File: config.mk
export PLATFORM = sky130hd
export DESIGN_NAME = mdio_frame_engine
export DESIGN_NICKNAME = d
export VERILOG_FILES = /design/src/rtl/mdio_eng_pkg.sv /design/src/rtl/mdio_clk_div.sv /design/src/rtl/mdio_frame_seq.sv /design/src/rtl/mdio_frame_engine.sv
export SDC_FILE = /design/constraint.sdc
export NUM_CORES = 1
export LEC_CHECK = 0
export BUFFER_PORTS_ARGS = -buffer_cell sky130_fd_sc_hd__buf_2
export CAP_MARGIN = 20
export CORE_ASPECT_RATIO = 0.6
export CORE_MARGIN = 4
export CORE_UTILIZATION = 45
export DETAILED_ROUTE_END_ITERATION = 8
export PLACE_DENSITY = 0.61
export SETUP_SLACK_MARGIN = 0.3
export SLEW_MARGIN = 20
export SYNTH_ARGS = -nofsm -noshare
export SYNTH_HDL_FRONTEND = slang
export SYNTH_SLANG_ARGS = --single-unit
File: constraint.sdc
create_clock -name clk -period 4.1 [get_ports clk]
set_input_delay 0.82 -clock clk [delete_from_list [all_inputs] [get_ports clk]]
set_output_delay 0.82 -clock clk [all_outputs]
set_load 0.01 [all_outputs]
File: src/rtl/mdio_eng_pkg.sv
package mdio_eng_pkg;

    localparam int DIV_W      = 16;
    localparam int ADDR_W     = 5;
    localparam int DATA_W     = 16;
    localparam int FRAME_BITS = 64;
    localparam int PRE_BITS   = 32;
    localparam int CMD_BITS   = FRAME_BITS - PRE_BITS;
    localparam int IDX_W      = $clog2(FRAME_BITS);
    localparam int TA_FIRST   = 46;
    localparam int TA_SECOND  = 47;
    localparam int DATA_FIRST = 48;

    typedef enum logic {
        OP_WRITE = 1'b0,
        OP_READ  = 1'b1
    } mdio_op_e;

    typedef struct packed {
        logic [DIV_W-1:0] per;
        logic [DIV_W-1:0] cnt;
        logic             mdc;
    } div_state_t;

    typedef struct packed {
        logic                busy;
        logic                done;
        mdio_op_e            op;
        logic [IDX_W-1:0]    idx;
        logic [CMD_BITS-1:0] cmd;
        logic [DATA_W-1:0]   rx;
        logic                ack_smp;
        logic                ack;
        logic [DATA_W-1:0]   rd;
    } seq_state_t;

endpackage

File: src/rtl/mdio_clk_div.sv
module mdio_clk_div
    import mdio_eng_pkg::*;
(
    input  logic             clk,
    input  logic             rst_n,
    input  logic             en_i,
    input  logic             load_i,
    input  logic             run_i,
    input  logic [DIV_W-1:0] div_i,
    output logic             mdc_o,
    output logic             rise_stb_o,
    output logic             end_stb_o
);

    div_state_t s_d, s_q;
    logic [DIV_W:0] period;
    logic [DIV_W:0] lo_len;
    logic [DIV_W:0] cnt_nx;

    always_comb begin
        period     = {1'b0, s_q.per} + 1'b1;
        lo_len     = period >> 1;
        rise_stb_o = en_i && run_i && ({1'b0, s_q.cnt} == lo_len - 1'b1);
        end_stb_o  = en_i && run_i && (s_q.cnt == s_q.per);
        cnt_nx     = end_stb_o ? '0 : {1'b0, s_q.cnt} + 1'b1;
        s_d        = s_q;
        if (!en_i) begin
            s_d.cnt = '0;
            s_d.mdc = 1'b0;
        end else if (load_i) begin
            s_d.per = div_i;
            s_d.cnt = '0;
            s_d.mdc = 1'b0;
        end else if (run_i) begin
            s_d.cnt = cnt_nx[DIV_W-1:0];
            s_d.mdc = (cnt_nx >= lo_len);
        end else begin
            s_d.cnt = '0;
            s_d.mdc = 1'b0;
        end
    end

    always_ff @(posedge clk or negedge rst_n) begin
        if (!rst_n) begin
            s_q <= '{per: DIV_W'(1), cnt: '0, mdc: 1'b0};
        end else begin
            s_q <= s_d;
        end
    end

    assign mdc_o = s_q.mdc;

    // the phase counter never passes the latched period
    a_r1_cnt_in_range: assert property (@(posedge clk) disable iff (!rst_n)
        s_q.cnt <= s_q.per);

    // a bit always opens with the clock low
    a_r1_low_after_end: assert property (@(posedge clk) disable iff (!rst_n)
        end_stb_o |=> !s_q.mdc);

endmodule

File: src/rtl/mdio_frame_seq.sv
module mdio_frame_seq
    import mdio_eng_pkg::*;
(
    input  logic              clk,
    input  logic              rst_n,
    input  logic              en_i,
    input  logic              start_i,
    input  logic              op_i,
    input  logic [ADDR_W-1:0] phy_addr_i,
    input  logic [ADDR_W-1:0] reg_addr_i,
    input  logic [DATA_W-1:0] wr_data_i,
    input  logic              rise_stb_i,
    input  logic              end_stb_i,
    input  logic              mdio_i,
    output logic              accept_o,
    output logic              busy_o,
    output logic              done_o,
    output logic              ack_o,
    output logic [DATA_W-1:0] rd_data_o,
    output logic              mdio_o,
    output logic              mdio_oe_o
);

    seq_state_t q_d, q_q;
    mdio_op_e   op_in;
    logic [CMD_BITS-1:0] cmd_word;
    logic [IDX_W-1:0]    sel6;
    logic                bit_val;
    logic                released;

    always_comb begin
        op_in    = mdio_op_e'(op_i);
        cmd_word = {2'b01,
                    (op_in == OP_READ) ? 2'b10 : 2'b01,
                    phy_addr_i,
                    reg_addr_i,
                    (op_in == OP_READ) ? 2'b11 : 2'b10,
                    (op_in == OP_READ) ? {DATA_W{1'b0}} : wr_data_i};
        accept_o = en_i && start_i && !q_q.busy;

        q_d      = q_q;
        q_d.done = 1'b0;
        if (!en_i) begin
            q_d.busy = 1'b0;
        end else if (accept_o) begin
            q_d.busy    = 1'b1;
            q_d.op      = op_in;
            q_d.idx     = '0;
            q_d.cmd     = cmd_word;
            q_d.rx      = '0;
            q_d.ack_smp = 1'b0;
        end else if (q_q.busy) begin
            if (rise_stb_i && q_q.op == OP_READ) begin
                if (q_q.idx == IDX_W'(TA_SECOND)) begin
                    q_d.ack_smp = !mdio_i;
                end
                if (q_q.idx >= IDX_W'(DATA_FIRST)) begin
                    q_d.rx = {q_q.rx[DATA_W-2:0], mdio_i};
                end
            end
            if (end_stb_i) begin
                if (q_q.idx == IDX_W'(FRAME_BITS - 1)) begin
                    q_d.busy = 1'b0;
                    q_d.done = 1'b1;
                    q_d.ack  = (q_q.op == OP_READ) && q_q.ack_smp;
                    q_d.rd   = ((q_q.op == OP_READ) && q_q.ack_smp) ? q_q.rx : '0;
                end else begin
                    q_d.idx = q_q.idx + 1'b1;
                end
            end
        end
    end

    always_ff @(posedge clk or negedge rst_n) begin
        if (!rst_n) begin
            q_q <= '{busy: 1'b0, done: 1'b0, op: OP_WRITE, idx: '0, cmd: '0,
                     rx: '0, ack_smp: 1'b0, ack: 1'b0, rd: '0};
        end else begin
            q_q <= q_d;
        end
    end

    always_comb begin
        sel6      = IDX_W'(FRAME_BITS - 1) - q_q.idx;
        bit_val   = (q_q.idx < IDX_W'(PRE_BITS)) ? 1'b1 : q_q.cmd[sel6[$clog2(CMD_BITS)-1:0]];
        released  = (q_q.op == OP_READ) && (q_q.idx >= IDX_W'(TA_FIRST));
        mdio_o    = q_q.busy && bit_val;
        mdio_oe_o = q_q.busy && en_i && !released;
        busy_o    = q_q.busy;
        done_o    = q_q.done;
        ack_o     = q_q.ack;
        rd_data_o = q_q.rd;
    end

    // a start during a frame leaves the frame contents alone
    a_r7_start_ignored: assert property (@(posedge clk) disable iff (!rst_n)
        (q_q.busy && start_i) |=> $stable(q_q.cmd));

    // done lasts one cycle
    a_r6_done_single: assert property (@(posedge clk) disable iff (!rst_n)
        q_q.done |=> !q_q.done);

    // done only when the frame has ended
    a_r6_done_not_busy: assert property (@(posedge clk) disable iff (!rst_n)
        q_q.done |-> !q_q.busy);

    // a missing acknowledge never returns data
    a_r5_nack_zero: assert property (@(posedge clk) disable iff (!rst_n)
        (q_q.done && !q_q.ack) |-> (q_q.rd == '0));

    // line released through the read turnaround and data phase
    a_r4_release_read: assert property (@(posedge clk) disable iff (!rst_n)
        (q_q.busy && q_q.op == OP_READ && q_q.idx >= IDX_W'(TA_FIRST)) |-> !mdio_oe_o);

endmodule

File: src/rtl/mdio_frame_engine.sv
module mdio_frame_engine
    import mdio_eng_pkg::*;
#(
    parameter int DIV_IN_W = 20
) (
    input  logic                clk,
    input  logic                rst_n,
    input  logic                en_i,
    input  logic [DIV_IN_W-1:0] div_i,
    input  logic                start_i,
    input  logic                op_i,
    input  logic [ADDR_W-1:0]   phy_addr_i,
    input  logic [ADDR_W-1:0]   reg_addr_i,
    input  logic [DATA_W-1:0]   wr_data_i,
    output logic [DATA_W-1:0]   rd_data_o,
    output logic                ack_o,
    output logic                done_o,
    output logic                busy_o,
    output logic                mdc_o,
    output logic                mdio_o,
    output logic                mdio_oe_o,
    input  logic                mdio_i
);

    logic [DIV_W-1:0] div_sat;
    logic [DIV_W-1:0] div_eff;
    logic             accept;
    logic             rise_stb;
    logic             end_stb;

    generate
        if (DIV_IN_W > DIV_W) begin : g_sat
            assign div_sat = (|div_i[DIV_IN_W-1:DIV_W]) ? {DIV_W{1'b1}} : div_i[DIV_W-1:0];
        end else begin : g_ext
            assign div_sat = DIV_W'(div_i);
        end
    endgenerate

    assign div_eff = (div_sat == '0) ? DIV_W'(1) : div_sat;

    mdio_clk_div u_div (
        .clk        (clk),
        .rst_n      (rst_n),
        .en_i       (en_i),
        .load_i     (accept),
        .run_i      (busy_o),
        .div_i      (div_eff),
        .mdc_o      (mdc_o),
        .rise_stb_o (rise_stb),
        .end_stb_o  (end_stb)
    );

    mdio_frame_seq u_seq (
        .clk        (clk),
        .rst_n      (rst_n),
        .en_i       (en_i),
        .start_i    (start_i),
        .op_i       (op_i),
        .phy_addr_i (phy_addr_i),
        .reg_addr_i (reg_addr_i),
        .wr_data_i  (wr_data_i),
        .rise_stb_i (rise_stb),
        .end_stb_i  (end_stb),
        .mdio_i     (mdio_i),
        .accept_o   (accept),
        .busy_o     (busy_o),
        .done_o     (done_o),
        .ack_o      (ack_o),
        .rd_data_o  (rd_data_o),
        .mdio_o     (mdio_o),
        .mdio_oe_o  (mdio_oe_o)
    );

    // disabling silences clock, driver and busy on the next cycle
    a_r8_disable_quiet: assert property (@(posedge clk) disable iff (!rst_n)
        !en_i |=> (!mdc_o && !mdio_oe_o && !busy_o));

    // the clock is back low when the frame completes
    a_r6_mdc_low_at_done: assert property (@(posedge clk) disable iff (!rst_n)
        done_o |-> !mdc_o);

    // the data line holds while the clock is high
    a_r6_stable_high: assert property (@(posedge clk) disable iff (!rst_n)
        (busy_o && mdc_o && $past(mdc_o) && $past(busy_o)) |-> $stable(mdio_o));

endmodule

== Yosys cells after proc, flatten, opt, wreduce, memory -nomap -nowiden ==
Index checks and enable logic that the tools add are counted.

* Bits in registers: 107
* Bits in latches: 0
* Memory bits (writable): 0
* ROM bits: 0
* Input port bits: 52
* Output and inout bits: 22
* Word-level logic and storage cells: 87
* Memories: 0

* Add/sub/neg operators: 5
* Multipliers: 0
* Div/mod/pow operators: 0
* Magnitude comparators: 5
* Eq/ne operators: 5
* Shifts and indexed selects: 0
* Multiplexer cells: 34
* Bitwise gates (word level): 1
* Reductions and logical operators: 25

{| class="wikitable"
|+ Operators by type and width
! cell !! count
|-
| 17-bit 2-to-1 mux || 9
|-
| 16-bit 2-to-1 mux || 5
|-
| 74-bit 2-to-1 mux || 1
|-
| 16-bit by 1-bit adder with 17-bit output, second input constant || 2
|-
| 34-bit 2-to-1 mux || 1
|-
| 31-bit 2-to-1 mux || 1
|-
| 6-bit 2-to-1 mux || 4
|-
| 16-bit by 17-bit == test with 1-bit output || 1
|-
| 17-bit by 16-bit greater-or-equal comparator with 1-bit output || 1
|-
| 16-bit by 1-bit subtractor with 17-bit output, second input constant || 1
|-
| 16-bit == test || 1
|-
| 16-bit logical NOT || 1
|-
| 6-bit == test, second input constant || 2
|-
| 6-bit greater-or-equal comparator, second input constant || 2
|-
| 4-bit AND reduction || 3
|-
| 1-bit logical AND || 10
|-
| 2-bit nonzero test || 5
|-
| 1-bit 2-to-1 mux || 8
|-
| 2-bit 2-to-1 mux || 4
|-
| 6-bit by 1-bit adder with 6-bit output, second input constant || 1
|-
| 5-bit by 6-bit < comparator with 1-bit output, second input constant || 1
|-
| 6-bit < comparator, second input constant || 1
|-
| 1-bit binary-select mux with 5-bit select || 1
|-
| 5-bit AND reduction || 1
|-
| other kinds (6) || 8
|}

== Depth between registers and ports, before layout ==
Gate-level depths: netlist of the first run.

* Word-level depth: 9
* Depth in mapped cells: 17
* Gate-level depth less buffers: 15

== By module ==
From an unflattened synthesis of the first run, not the netlist that was laid out.

* Cell total of the unflattened synthesis: 722
* Area total of the unflattened synthesis: 6900.4 um^2

{| class="wikitable"
|+ Modules (own cells, without submodules)
! module !! instances !! cells each !! area each (um^2) !! seq. area each (um^2)
|-
| mdio_frame_seq || 1 || 347 || 3443.3 || 1776.7
|-
| mdio_clk_div || 1 || 352 || 3290.7 || 827.0
|-
| mdio_frame_engine || 1 || 23 || 166.4 || 0.0
|}

== Worst setup path after synthesis of the first run ==
OpenSTA, ideal clock, no wires.

* Path type: input to register
* Start point: in en_i
* End point: reg u_div.s_q, in the netlist u_div.mdc_o
* Library setup time: 0.137 ns
* Data arrival time: 3.463 ns
* Data required time: 3.963 ns
* Setup slack: 0.500 ns
* Stages on the path: 15
* Path buffers: 3
* Path through: nand2_1 > clkbuf_1 > nor3_1 > clkbuf_1 > clkbuf_1 > nor2_1 > ha_1 > o21a_1 > o21a_1 > o21a_1 > o21a_1 > o21ai_0 > a21oi_1 > o21ai_0 > a31oi_1

{| class="wikitable"
|+ RTL lines
! element !! line !! RTL
|-
| from (decl) || mdio_frame_engine.sv:8 || <nowiki>input logic en_i,</nowiki>
|-
| to (signal assigned) || mdio_clk_div.sv:45 || <nowiki>s_q <= '{per: DIV_W'(1), cnt: '0, mdc: 1'b0};</nowiki>
|-
| to (decl) || mdio_clk_div.sv:15 || <nowiki>div_state_t s_d, s_q;</nowiki>
|}

== Worst setup path after layout of the first run ==
* Start point: reg u_div.s_q[17] in the netlist's numbering
* End point: reg u_seq.q_q[19] in the netlist's numbering

* Word-level cells in the longest chain between the ends: 7

{| class="wikitable"
|+ RTL lines
! element !! line !! RTL
|-
| 16-bit by 1-bit adder with 17-bit output || mdio_clk_div.sv:21 || <nowiki>period = {1'b0, s_q.per} + 1'b1;</nowiki>
|-
| 16-bit by 1-bit subtractor with 17-bit output || mdio_clk_div.sv:23 || <nowiki>rise_stb_o = en_i && run_i && ({1'b0, s_q.cnt} == lo_len - 1'b1);</nowiki>
|-
| 16-bit by 17-bit == test with 1-bit output || mdio_clk_div.sv:23 ||
|-
| 1-bit logical AND || mdio_clk_div.sv:23 ||
|-
| 1-bit logical AND || mdio_frame_seq.sv:53 || <nowiki>if (rise_stb_i && q_q.op == OP_READ) begin</nowiki>
|-
| 2-bit nonzero test (no source line) || -- ||
|-
| 4-bit AND reduction (no source line) || -- ||
|-
| to (signal assigned) || mdio_frame_seq.sv:76 || <nowiki>q_q <= '{busy: 1'b0, done: 1'b0, op: OP_WRITE, idx: '0, cmd: '0,</nowiki>
|-
| to (signal assigned) || mdio_frame_seq.sv:79 || <nowiki>q_q <= q_d;</nowiki>
|-
| to (decl) || mdio_frame_seq.sv:24 || <nowiki>seq_state_t q_d, q_q;</nowiki>
|}

Every way passes these cells.
A chain may end at the register's enable or synchronous reset.

==> results of run 1 <==
-- cell families (layout without fill, tap and decap cells) --
family,after synthesis,after routing,synth area share [%]
multiplexers,29,29,6.10
adder cells (fa/ha/maj),20,20,3.88
AO/OA/AOI/OAI,62,62,7.65
flip-flops,104,104,40.4
AND/OR/NAND/NOR,343,343,26.0
XOR/XNOR,73,73,10.3
buffers and inverters,71,111,5.65
-- what timing repair did --
| item | 4_1_cts | 5_1_grt |
|---|---|---|
| endpoints found under the hold margin | 0 | 0 |
| endpoints found under the setup margin | 0 | 17 |
| buffers inserted | 0 | 1 |
| resized for setup | 0 | 2 |
-- final timing paths --
path	to	slack (ns)	startpoint
setup reg to reg	u_seq.q_q[19]$_DFFE_PN0P_	0.52	u_div.s_q[17]$_DFFE_PN1P_
hold reg to reg	u_seq.rd_data_o[15]$_DFFE_PN0P_	0.47	u_seq.rd_data_o[15]$_DFFE_PN0P_
setup / recovery	u_seq.q_q[19]$_DFFE_PN0P_	0.52	u_div.s_q[17]$_DFFE_PN1P_
max in group asynchronous	u_seq.q_q[35]$_DFFE_PN0P_	2.71	rst_n
min in group asynchronous	u_div.s_q[22]$_DFFE_PN0P_	0.56	rst_n
hold / removal	u_seq.rd_data_o[15]$_DFFE_PN0P_	0.47	u_seq.rd_data_o[15]$_DFFE_PN0P_
-- area by class of cell --
class	count	area [um^2]	share of cell area, %
clock buffer	10	229	3.21
tap	192	240	3.36
sequential	104	2600	36.5
inverter	9	33.8	0.473
timing repair buffer	86	482	6.75
clock inverter	6	57.6	0.806
multi-input combinational	527	3490	48.9
-- layer usage --
layer  part of all wire, %  track usage (%)  up-vias
met5                     0                0        -
met4                  0.65             3.25        0
met3                   6.3             3.96       10
met2                    39             26.7      152
met1                    54             32.0     2432
li1                      -                -     2468
-- through the flow --
step / instance area [um^2] / hold slack, ns / total power, W
floorplan: 6440 / 0.433 / 0.00158
global placement: 6820 / 0.445 / 0.00174
detailed placement: 6820 / 0.453 / 0.00176
CTS: 7110 / 0.470 / 0.00262
global route: 7140 / 0.486 / 0.00273
finish: 7140 / 0.466 / 0.00260
-- power breakdown --
part | internal, W | switching [W]
combinational | 0.000271 | 0.000360
clock | 0.000430 | 0.000423
sequential | 0.00107 | 0.0000435
-- state kept, by name, indices dropped and copies added (netlist names) --
name and flops:
u_seq.busy_o 1, u_div.s_q 32, u_seq.rd_data_o 16, u_seq.q_q 52
u_div.mdc_o 1, u_seq.ack_o 1, u_seq.done_o 1
-- worst min-delay path, cell delays in order, from the launching register on --
cell,delay (ns)
dfrtp_1,0.34
nand2_1,0.05
nand2_1,0.04
-- synthesized netlist by cell type (all sizes together) (4+ instances only) --
library cell    n  share of area (%)
a211oi          4               0.47
a21o            4               0.47
a21oi           9               0.70
and3            9               0.87
buf            31                3.3
clkbuf         31                1.8
dfrtp         103                 40
ha             20                3.9
inv             9               0.52
mux2i          19                3.0
mux4            8                2.8
nand2         166                9.7
nand3          24                2.0
nand3b         17                2.0
nand4          17                2.1
nor2           48                2.8
nor2b           6               0.58
nor3           18                1.4
nor4           12                1.4
o21a            4               0.47
o21ai           8               0.68
o22a           13                1.8
or3             5               0.56
xnor2          35                4.9
xor2           38                5.4
==> flow_metrics.tcl, run 1 <==
set metrics [dict create \
    outcome "completed" \
    gr-total-overflow 0 \
    powerDensity_nw_per_um2 364 \
    hold-path-cell-count 2 \
    numCtsBuffers 9 \
    grt_antenna_before_repair 0 \
    fin_nets 809 \
    final-instance-count-excl-fill 934 \
    syn_area_per_cell_um2 9.18 \
    die_area_um2 16400 \
    final_antenna_net_count 0 \
    io_buffer_count 73 \
    initial_core_util_pct 46.6 \
    synth_edf_count 0 \
    htreeDepth 3 \
    worst_case_clock_buffer_depth 2 \
    grt_use_total_pct 19.6 \
    synth-async-reset-ratio_pct 100 \
    layout_commonest_cell "nand2_1" \
    top_reg_cell_synth "dfrtp_1" \
    synth_nets 774 \
    end_kind "register" \
    postSynthCellCount 702 \
    tritoncts_clock_tree "built" \
    final.min_clock_period_ns 3.58 \
    1st_pass_router_iterations 5 \
    gp_congestion 0.915 \
    timing.final.ws_setup_ns 0.525 \
    timing.critical_path.cells "ha_1 -> or4_4 -> o31ai_4 -> o21ai_2 -> or3b_1 -> o221a_2 -> a211o_1 -> a31o_2 -> nand4_4 -> buf_12 -> mux2i_1" \
    areaGrowthSynthToFinish_pct 10.8 \
    criticalPathCategory "reg2reg" \
    routed_length_per_placed_instance_um 16.6 \
    coreArea_um2 13800 \
    number_of_placed_i_o_pins 74 \
    grt_max_degree 65 \
    vertical_extent_of_the_die_um 101 \
    cp.arrival_ns 3.84 \
    final_cell_mix "nand2_1 (165), dfrtp_1 (103), buf_2 (72), nor2_1 (46), xor2_1 (36)" \
    cp_num_buf_inv 1 \
    pre_cts_slack_ns 0.328 \
    setup.worst_path.start_class "register" \
    slew_headroom_pct 37.3 \
    crit_slowest_cell "dfstp_2" \
    hpwl_mm 11.6 \
    timing.critical_path.slowest_cell_delay_ns 0.64 \
    route.vias.total 5062 \
    required_ns 4.37 \
    worst-slew-pin-transition_ns 0.941 \
    crit_fanout 16 \
    timing.critical_path.max_delay_family "simple AND/OR/NAND/NOR gates" \
    vias_in_the_first_global_route 4886 \
    synth_cell_type_count 67 \
    drc 0 \
    tns_ns 0 \
    post-route-util_pct 51.6 \
    final_report_hold_violation_count 0 \
    wire_length_of_the_first_global_routing_pass_mm 25.4 \
    via_per_inst 5.42 \
    crit_cells 11 \
    tritoncts_num_sinks 104 \
    fmax_mhz 280 \
    wl_mm 15.5 \
    irDropWorstVdd_mv 0.222 \
    fillerInstances 1284 \
    clock_insertion_delay_worst_skew_ns 0.35 \
    hp-class "reg2reg" \
    clk_root_buffer_cell "clkbuf_16" \
    layout-drive-gt1-share_pct 18.5 \
    layout_worst_path_cycle_share_pct 87.2 \
    power.static_leakage_nw 3.45 \
    length_in_cells_of_the_worst_reg_to_reg_path 11 \
    mapped_area_um2 6440 \
    finClkSkew_ns 0.0101 \
    report.final.setup_viol 0 \
    max_slew_violation_count 0 \
    clk_transition_reported_paths_ns 0.08 \
    rsz_0062_raised_after_global_routing "false" \
    die_x_um 162 \
    placedCellCount 917 \
    cts_hold_buf 0 \
    ys_seq_area_share_pct 40.4 \
    drv.max_cap_violation_count 0 \
    synth-seq-cells 104 \
    detail_route.iter0.violations 394 \
    row_cnt 33 \
    ys_warn_count 0 \
    n_antenna_cell 0 \
]
No activity file was read; power rests on OpenSTA's default activity.
==> run 2: changes to the inputs <==
--- a/config.mk
+++ b/config.mk
@@ -7,6 +7,6 @@
 export LEC_CHECK = 0
-export BUFFER_PORTS_ARGS = -buffer_cell sky130_fd_sc_hd__buf_2
+export BUFFER_PORTS_ARGS = -buffer_cell sky130_fd_sc_hd__clkbuf_2
 export CAP_MARGIN = 20
 export CORE_ASPECT_RATIO = 0.6
-export CORE_MARGIN = 4
+export CORE_MARGIN = 2
 export CORE_UTILIZATION = 45
==> constraint.sdc (replaced) <==
create_clock -name clk -period 4.1 [get_ports clk]
set_input_delay 0.205 -clock clk [delete_from_list [all_inputs] [get_ports clk]]
set_output_delay 0.205 -clock clk [all_outputs]
set_load 0.01 [all_outputs]
==> run 2 against run 1 <==
- register-to-register slack worse by 0.04 ns
- final cell count is 0.11% higher
- core utilization is 0.15 points higher
- clock power is 2% lower
- clock-buffer cell count is 1 lower
- fmax is 1.1% lower
- first-iteration DRC count is 23% lower
- critical path type unchanged
==> flow_metrics.tcl, run 2 (synthesis results as in run 1) <==
set metrics [dict create \
    outcome "completed" \
    tritoncts_clock_tree "built" \
    final_report_hold_violation_count 0 \
    proportion_of_power_drawn_by_combinational_gates_pct 24.8 \
    slew_headroom_pct 35.1 \
    layout_worst_path_cycle_share_pct 88.1 \
    post-route-util_pct 51.8 \
    powerDensity_nw_per_um2 362 \
    1st_pass_router_iterations 5 \
    clk_root_buffer_cell "clkbuf_16" \
    grt_use_total_pct 21.4 \
    routed_length_per_placed_instance_um 16.4 \
    wl_mm 15.4 \
    report.final.setup_viol 0 \
    initial_core_util_pct 46.6 \
    required_ns 4.37 \
    layout_commonest_cell "nand2_1" \
    clock_insertion_delay_worst_skew_ns 0.36 \
    via_per_inst 5.40 \
    rsz_0062_raised_after_global_routing "true" \
    detail_route.iter0.violations 304 \
    hp-class "in2async" \
    power.static_leakage_nw 3.44 \
    grt_max_degree 75 \
    net-switching-power_w 0.000824 \
    gr-total-overflow 0 \
    setup.worst_path.start_class "register" \
    irDropWorstVdd_mv 0.214 \
    layout-drive-gt1-share_pct 19.0 \
    placedCellCount 919 \
    max_slew_violation_count 0 \
    row_cnt 33 \
    timing.final.ws_setup_ns 0.486 \
    number_of_placed_i_o_pins 74 \
    cell_internal_pwr_w 0.00177 \
    numCtsBuffers 9 \
    grt_antenna_before_repair 0 \
    largest_register "u_seq.q_q" \
    hpwl_mm 11.3 \
    final_cell_mix "nand2_1 (165), dfrtp_1 (103), clkbuf_2 (72), nor2_1 (46), xor2_1 (36)" \
    swShare_pct 31.8 \
    htreeDepth 3 \
    final.min_clock_period_ns 3.61 \
    fmax_mhz 277 \
    seqPwrFrac_pct 42.9 \
    criticalPathCategory "reg2reg" \
    route.vias.total 5045 \
    final_antenna_net_count 0 \
    drc 0 \
    pre_cts_slack_ns 0.301 \
    coreArea_um2 13800 \
    worst_case_clock_buffer_depth 2 \
    io_buffer_count 73 \
    die_x_um 158 \
    finClkSkew_ns 0.0128 \
    tns_ns 0 \
    areaGrowthSynthToFinish_pct 11.1 \
    clk_transition_reported_paths_ns 0.08 \
    cp.arrival_ns 3.88 \
    end_kind "register" \
    drv.max_cap_violation_count 0 \
    r2r_slack_ns 0.49 \
    vertical_extent_of_the_die_um 96.7 \
    fin_nets 811 \
    final-instance-count-excl-fill 935 \
    worst-slew-pin-transition_ns 0.974 \
    clock_power_share_pct 32.3 \
    wire_length_of_the_first_global_routing_pass_mm 25.7 \
    gp_congestion 0.935 \
    die_area_um2 15300 \
    max_reg_flops 52 \
    n_antenna_cell 0 \
    cts_hold_buf 0 \
    crit_fanout 16 \
    tritoncts_num_sinks 104 \
    vias_in_the_first_global_route 4928 \
]
[run 2: changes by cell type in the layout (fill, tap and decap cells not counted), sizes merged]
cell	delta
clkbuf	+71
clkinvlp	+1
inv	-2
buf	-70
clkinv	+1
[run 2: metrics by stage]
step	total power (W)	area (um^2)	hold WS (ns)
after global routing	0.00273	7160	0.0379
after floorplan	0.00158	6440	-0.0906
final	0.00259	7160	0.000537
after CTS	0.00260	7150	0.0338
after global placement	0.00175	6850	0.395
after detailed placement	0.00176	6850	0.402
[run 2: final timing paths]
check / from / to / cells after the start
worst min register to register: u_seq.rd_data_o[10]$_DFFE_PN0P_ / u_seq.rd_data_o[10]$_DFFE_PN0P_ / 2
max in group asynchronous: rst_n / u_seq.q_q[57]$_DFFE_PN0P_ / 2
worst max-delay path: u_div.s_q[17]$_DFFE_PN1P_ / u_seq.q_q[23]$_DFFE_PN0P_ / 11
worst min-delay path: rst_n / u_div.s_q[23]$_DFFE_PN0P_ / 1
worst max register to register: u_div.s_q[17]$_DFFE_PN1P_ / u_seq.q_q[23]$_DFFE_PN0P_ / 11
min in group clk: reg_addr_i[2] / u_seq.q_q[54]$_DFFE_PN0P_ / 3
[run 2: final cells by class]
type                    instances  area [um^2]
clock buffers                   9          225
clock inverters                 6         51.3
fillers                      1293         6670
inverters                       9         33.8
multi-input cells             527         3500
flip-flops and latches        104         2600
well taps                     192          240
repair buffers                 88          505
[run 2: critical path, cell delays in order (launching register included)]
cell	delay, ns
dfstp_2	0.64
ha_2	0.34
or4_4	0.56
o31ai_4	0.09
o21ai_2	0.14
or3b_1	0.45
o221a_2	0.30
a211o_1	0.26
a31o_2	0.24
nand4_4	0.09
buf_12	0.17
mux2i_1	0.22
[run 2: routing by layer]
layer,up-vias,GRT usage [%],wire length [um]
li1,2460,-,-
met1,2410,33.9,7990
met2,158,28.4,6020
met3,17,6.23,1170
met4,0,4.64,184
met5,-,0,0
[run 2: repair_timing]
item	4_1_cts	5_1_grt
pin swaps	1	0
gates resized for setup	0	3
setup endpoints to repair	7	16
buffers inserted	1	0
[run 2: power groups by stage]
stage / clock network [W] / registers [W] / logic [W]
2_1_floorplan: 0 / 0.00111 / 0.000473
3_3_place_gp: 0 / 0.00113 / 0.000618
3_5_place_dp: 0 / 0.00113 / 0.000627
4_1_cts: 0.000859 / 0.00111 / 0.000630
5_1_grt: 0.000897 / 0.00112 / 0.000709
6_report: 0.000837 / 0.00111 / 0.000641
==> run 3: changes to the inputs <==
- BUFFER_PORTS_ARGS: -buffer_cell sky130_fd_sc_hd__clkbuf_2 -> -buffer_cell sky130_fd_sc_hd__buf_2
==> run 3 against run 2 <==
- the flow now finishes with violations (negative hold slack)
- combinational power hardly changed
- setup slack better by 0.0028 ns
- clock skew hardly changed
- worst hold slack worse by 0.017 ns
- critical path depth stayed put
- via count is 0.67% lower
- sequential power hardly changed
- clock-buffer cell count stayed put
- fmax hardly changed
- die area stayed put
- critical path type unchanged
- critical endpoint is now u_seq.q_q[22]$_DFFE_PN0P_
- largest cell class unchanged
==> flow_metrics.tcl, run 3 (synthesis results as in run 1) <==
set metrics [dict create \
    final.min_clock_period_ns 3.61 \
    worst-slew-pin-transition_ns 0.918 \
    slew_headroom_pct 38.8 \
    fmax_mhz 277 \
    die_x_um 158 \
    drv.max_cap_violation_count 0 \
    seqCellArea_um2 2600 \
    power.static_leakage_nw 3.43 \
    end_kind "register" \
    fin_nets 807 \
    crit_fanout 16 \
    n_antenna_cell 0 \
    clock_power_share_pct 32.2 \
    hpwl_mm 11.5 \
    clk_transition_reported_paths_ns 0.08 \
    report.final.setup_viol 0 \
    number_of_placed_i_o_pins 74 \
    row_cnt 33 \
    numCtsBuffers 9 \
    vias_in_the_first_global_route 4947 \
    final_antenna_net_count 0 \
    routed_length_per_placed_instance_um 16.7 \
    required_ns 4.36 \
    proportion_of_power_drawn_by_combinational_gates_pct 24.8 \
    clk_root_buffer_cell "clkbuf_16" \
    areaGrowthSynthToFinish_pct 10.7 \
    net-switching-power_w 0.000824 \
    gr-total-overflow 0 \
    htreeDepth 3 \
    die_area_um2 15300 \
    criticalPathCategory "reg2reg" \
    detail_route.iter0.violations 374 \
    grt_max_degree 73 \
    1st_pass_router_iterations 5 \
    multi_input_area_um2 3500 \
    initial_core_util_pct 46.6 \
    max_slew_violation_count 0 \
    total_power_w 0.00259 \
    via_per_inst 5.38 \
    layout_commonest_cell "nand2_1" \
    tritoncts_num_sinks 104 \
    cell_internal_pwr_w 0.00176 \
    grt_antenna_before_repair 0 \
    length_in_cells_of_the_worst_reg_to_reg_path 11 \
    cp.arrival_ns 3.87 \
    wl_mm 15.5 \
    largest_register "u_seq.q_q" \
    failed_checks "negative hold slack" \
    final.hold.worst_slack_ns -0.0166 \
    worst_case_clock_buffer_depth 2 \
    rsz_0062_raised_after_global_routing "false" \
    drc 0 \
    gp_congestion 0.891 \
    wire_length_of_the_first_global_routing_pass_mm 26.0 \
    final_report_hold_violation_count 10 \
    irDropWorstVdd_mv 0.250 \
    final_cell_mix "nand2_1 (165), dfrtp_1 (103), buf_2 (72), nor2_1 (46), xor2_1 (36)" \
    layout-drive-gt1-share_pct 18.4 \
    io_buffer_count 73 \
    finClkSkew_ns 0.0130 \
    clock_insertion_delay_worst_skew_ns 0.35 \
    vertical_extent_of_the_die_um 96.7 \
    layout_worst_path_cycle_share_pct 88.1 \
    grt_use_total_pct 21.5 \
    seqPwrFrac_pct 43.1 \
    route.vias.total 5011 \
    coreArea_um2 13800 \
    tns_ns 0 \
    tritoncts_clock_tree "built" \
    cts_hold_buf 0 \
    setup.worst_path.start_class "register" \
    swShare_pct 31.9 \
    hp-class "in2async" \
    fillerInstances 1272 \
    powerDensity_nw_per_um2 363 \
    outcome "finished with violations" \
    max_reg_flops 52 \
]
-- run 3: cell count changes in the layout (fill, tap and decap cells not counted), sizes merged --
cell / delta
clkbuf: -72
inv: -1
buf: +68
clkinvlp: +1
-- run 3: what timing repair did --
item	in CTS	in global routing
pin swaps	1	0
setup endpoints to repair	5	16
setup buffers	1	0
gates resized for setup	0	2
cloned	0	0
-- run 3: through the flow --
stage	hold WS [ns]	worst slack, ns	cells	cell area [um^2]	utilization, %
after floorplan	-0.0906	0.541	702	6440	-
after global placement	0.389	0.428	915	6820	49.3
after detailed placement	0.401	0.296	915	6820	49.3
after CTS	0.0208	0.463	931	7120	51.5
after global routing	0.0558	0.300	931	7130	51.6
final	-0.0166	0.489	931	7130	51.6
-- run 3: worst max-delay path, stage by stage, from the launching register on --
cell and delay [ns]:
dfstp_2 0.63, ha_1 0.33, or4_4 0.57, o31ai_4 0.09
o21ai_2 0.15, or3b_1 0.46, o221a_2 0.29, a211o_1 0.26
a31o_2 0.24, nand4_4 0.09, buf_12 0.17, mux2i_1 0.23
-- run 3: power by group through the flow --
stage / Combinational, W / Sequential [W] / Clock [W]
2_1_floorplan: 0.000473 / 0.00111 / 0
4_1_cts: 0.000627 / 0.00111 / 0.000851
3_5_place_dp: 0.000624 / 0.00113 / 0
3_3_place_gp: 0.000611 / 0.00113 / 0
6_report: 0.000641 / 0.00111 / 0.000833
5_1_grt: 0.000705 / 0.00112 / 0.000893
-- run 3: area by class of cell --
class / count / share of cell area (%)
well taps: 192 / 3.37
repair buffers: 84 / 6.67
clock buffers: 9 / 3.16
clock inverters: 6 / 0.772
flip-flops and latches: 104 / 36.5
inverters: 9 / 0.474
multi-input cells: 527 / 49.1
-- run 3: path summary, 6_finish.rpt --
check / slack [ns] / from / to
setup / recovery: 0.49 / u_div.s_q[17]$_DFFE_PN1P_ / u_seq.q_q[22]$_DFFE_PN0P_
hold / removal: -0.02 / rst_n / u_div.s_q[22]$_DFFE_PN0P_
setup reg to reg: 0.49 / u_div.s_q[17]$_DFFE_PN1P_ / u_seq.q_q[22]$_DFFE_PN0P_
hold reg to reg: 0.46 / u_seq.rd_data_o[8]$_DFFE_PN0P_ / u_seq.rd_data_o[8]$_DFFE_PN0P_
max in group asynchronous: 3.11 / rst_n / u_seq.q_q[58]$_DFFE_PN0P_
min in group clk: 0.05 / reg_addr_i[2] / u_seq.q_q[54]$_DFFE_PN0P_
-- run 3: metal layers --
layer / track usage [%] / wire [um] / vias to the layer above
li1: - / - / 2457
met1: 34.3 / 8220 / 2391
met4: 3.47 / 99 / 0
met5: 0 / 0 / -
met2: 29.0 / 6210 / 153
met3: 5.82 / 982 / 10
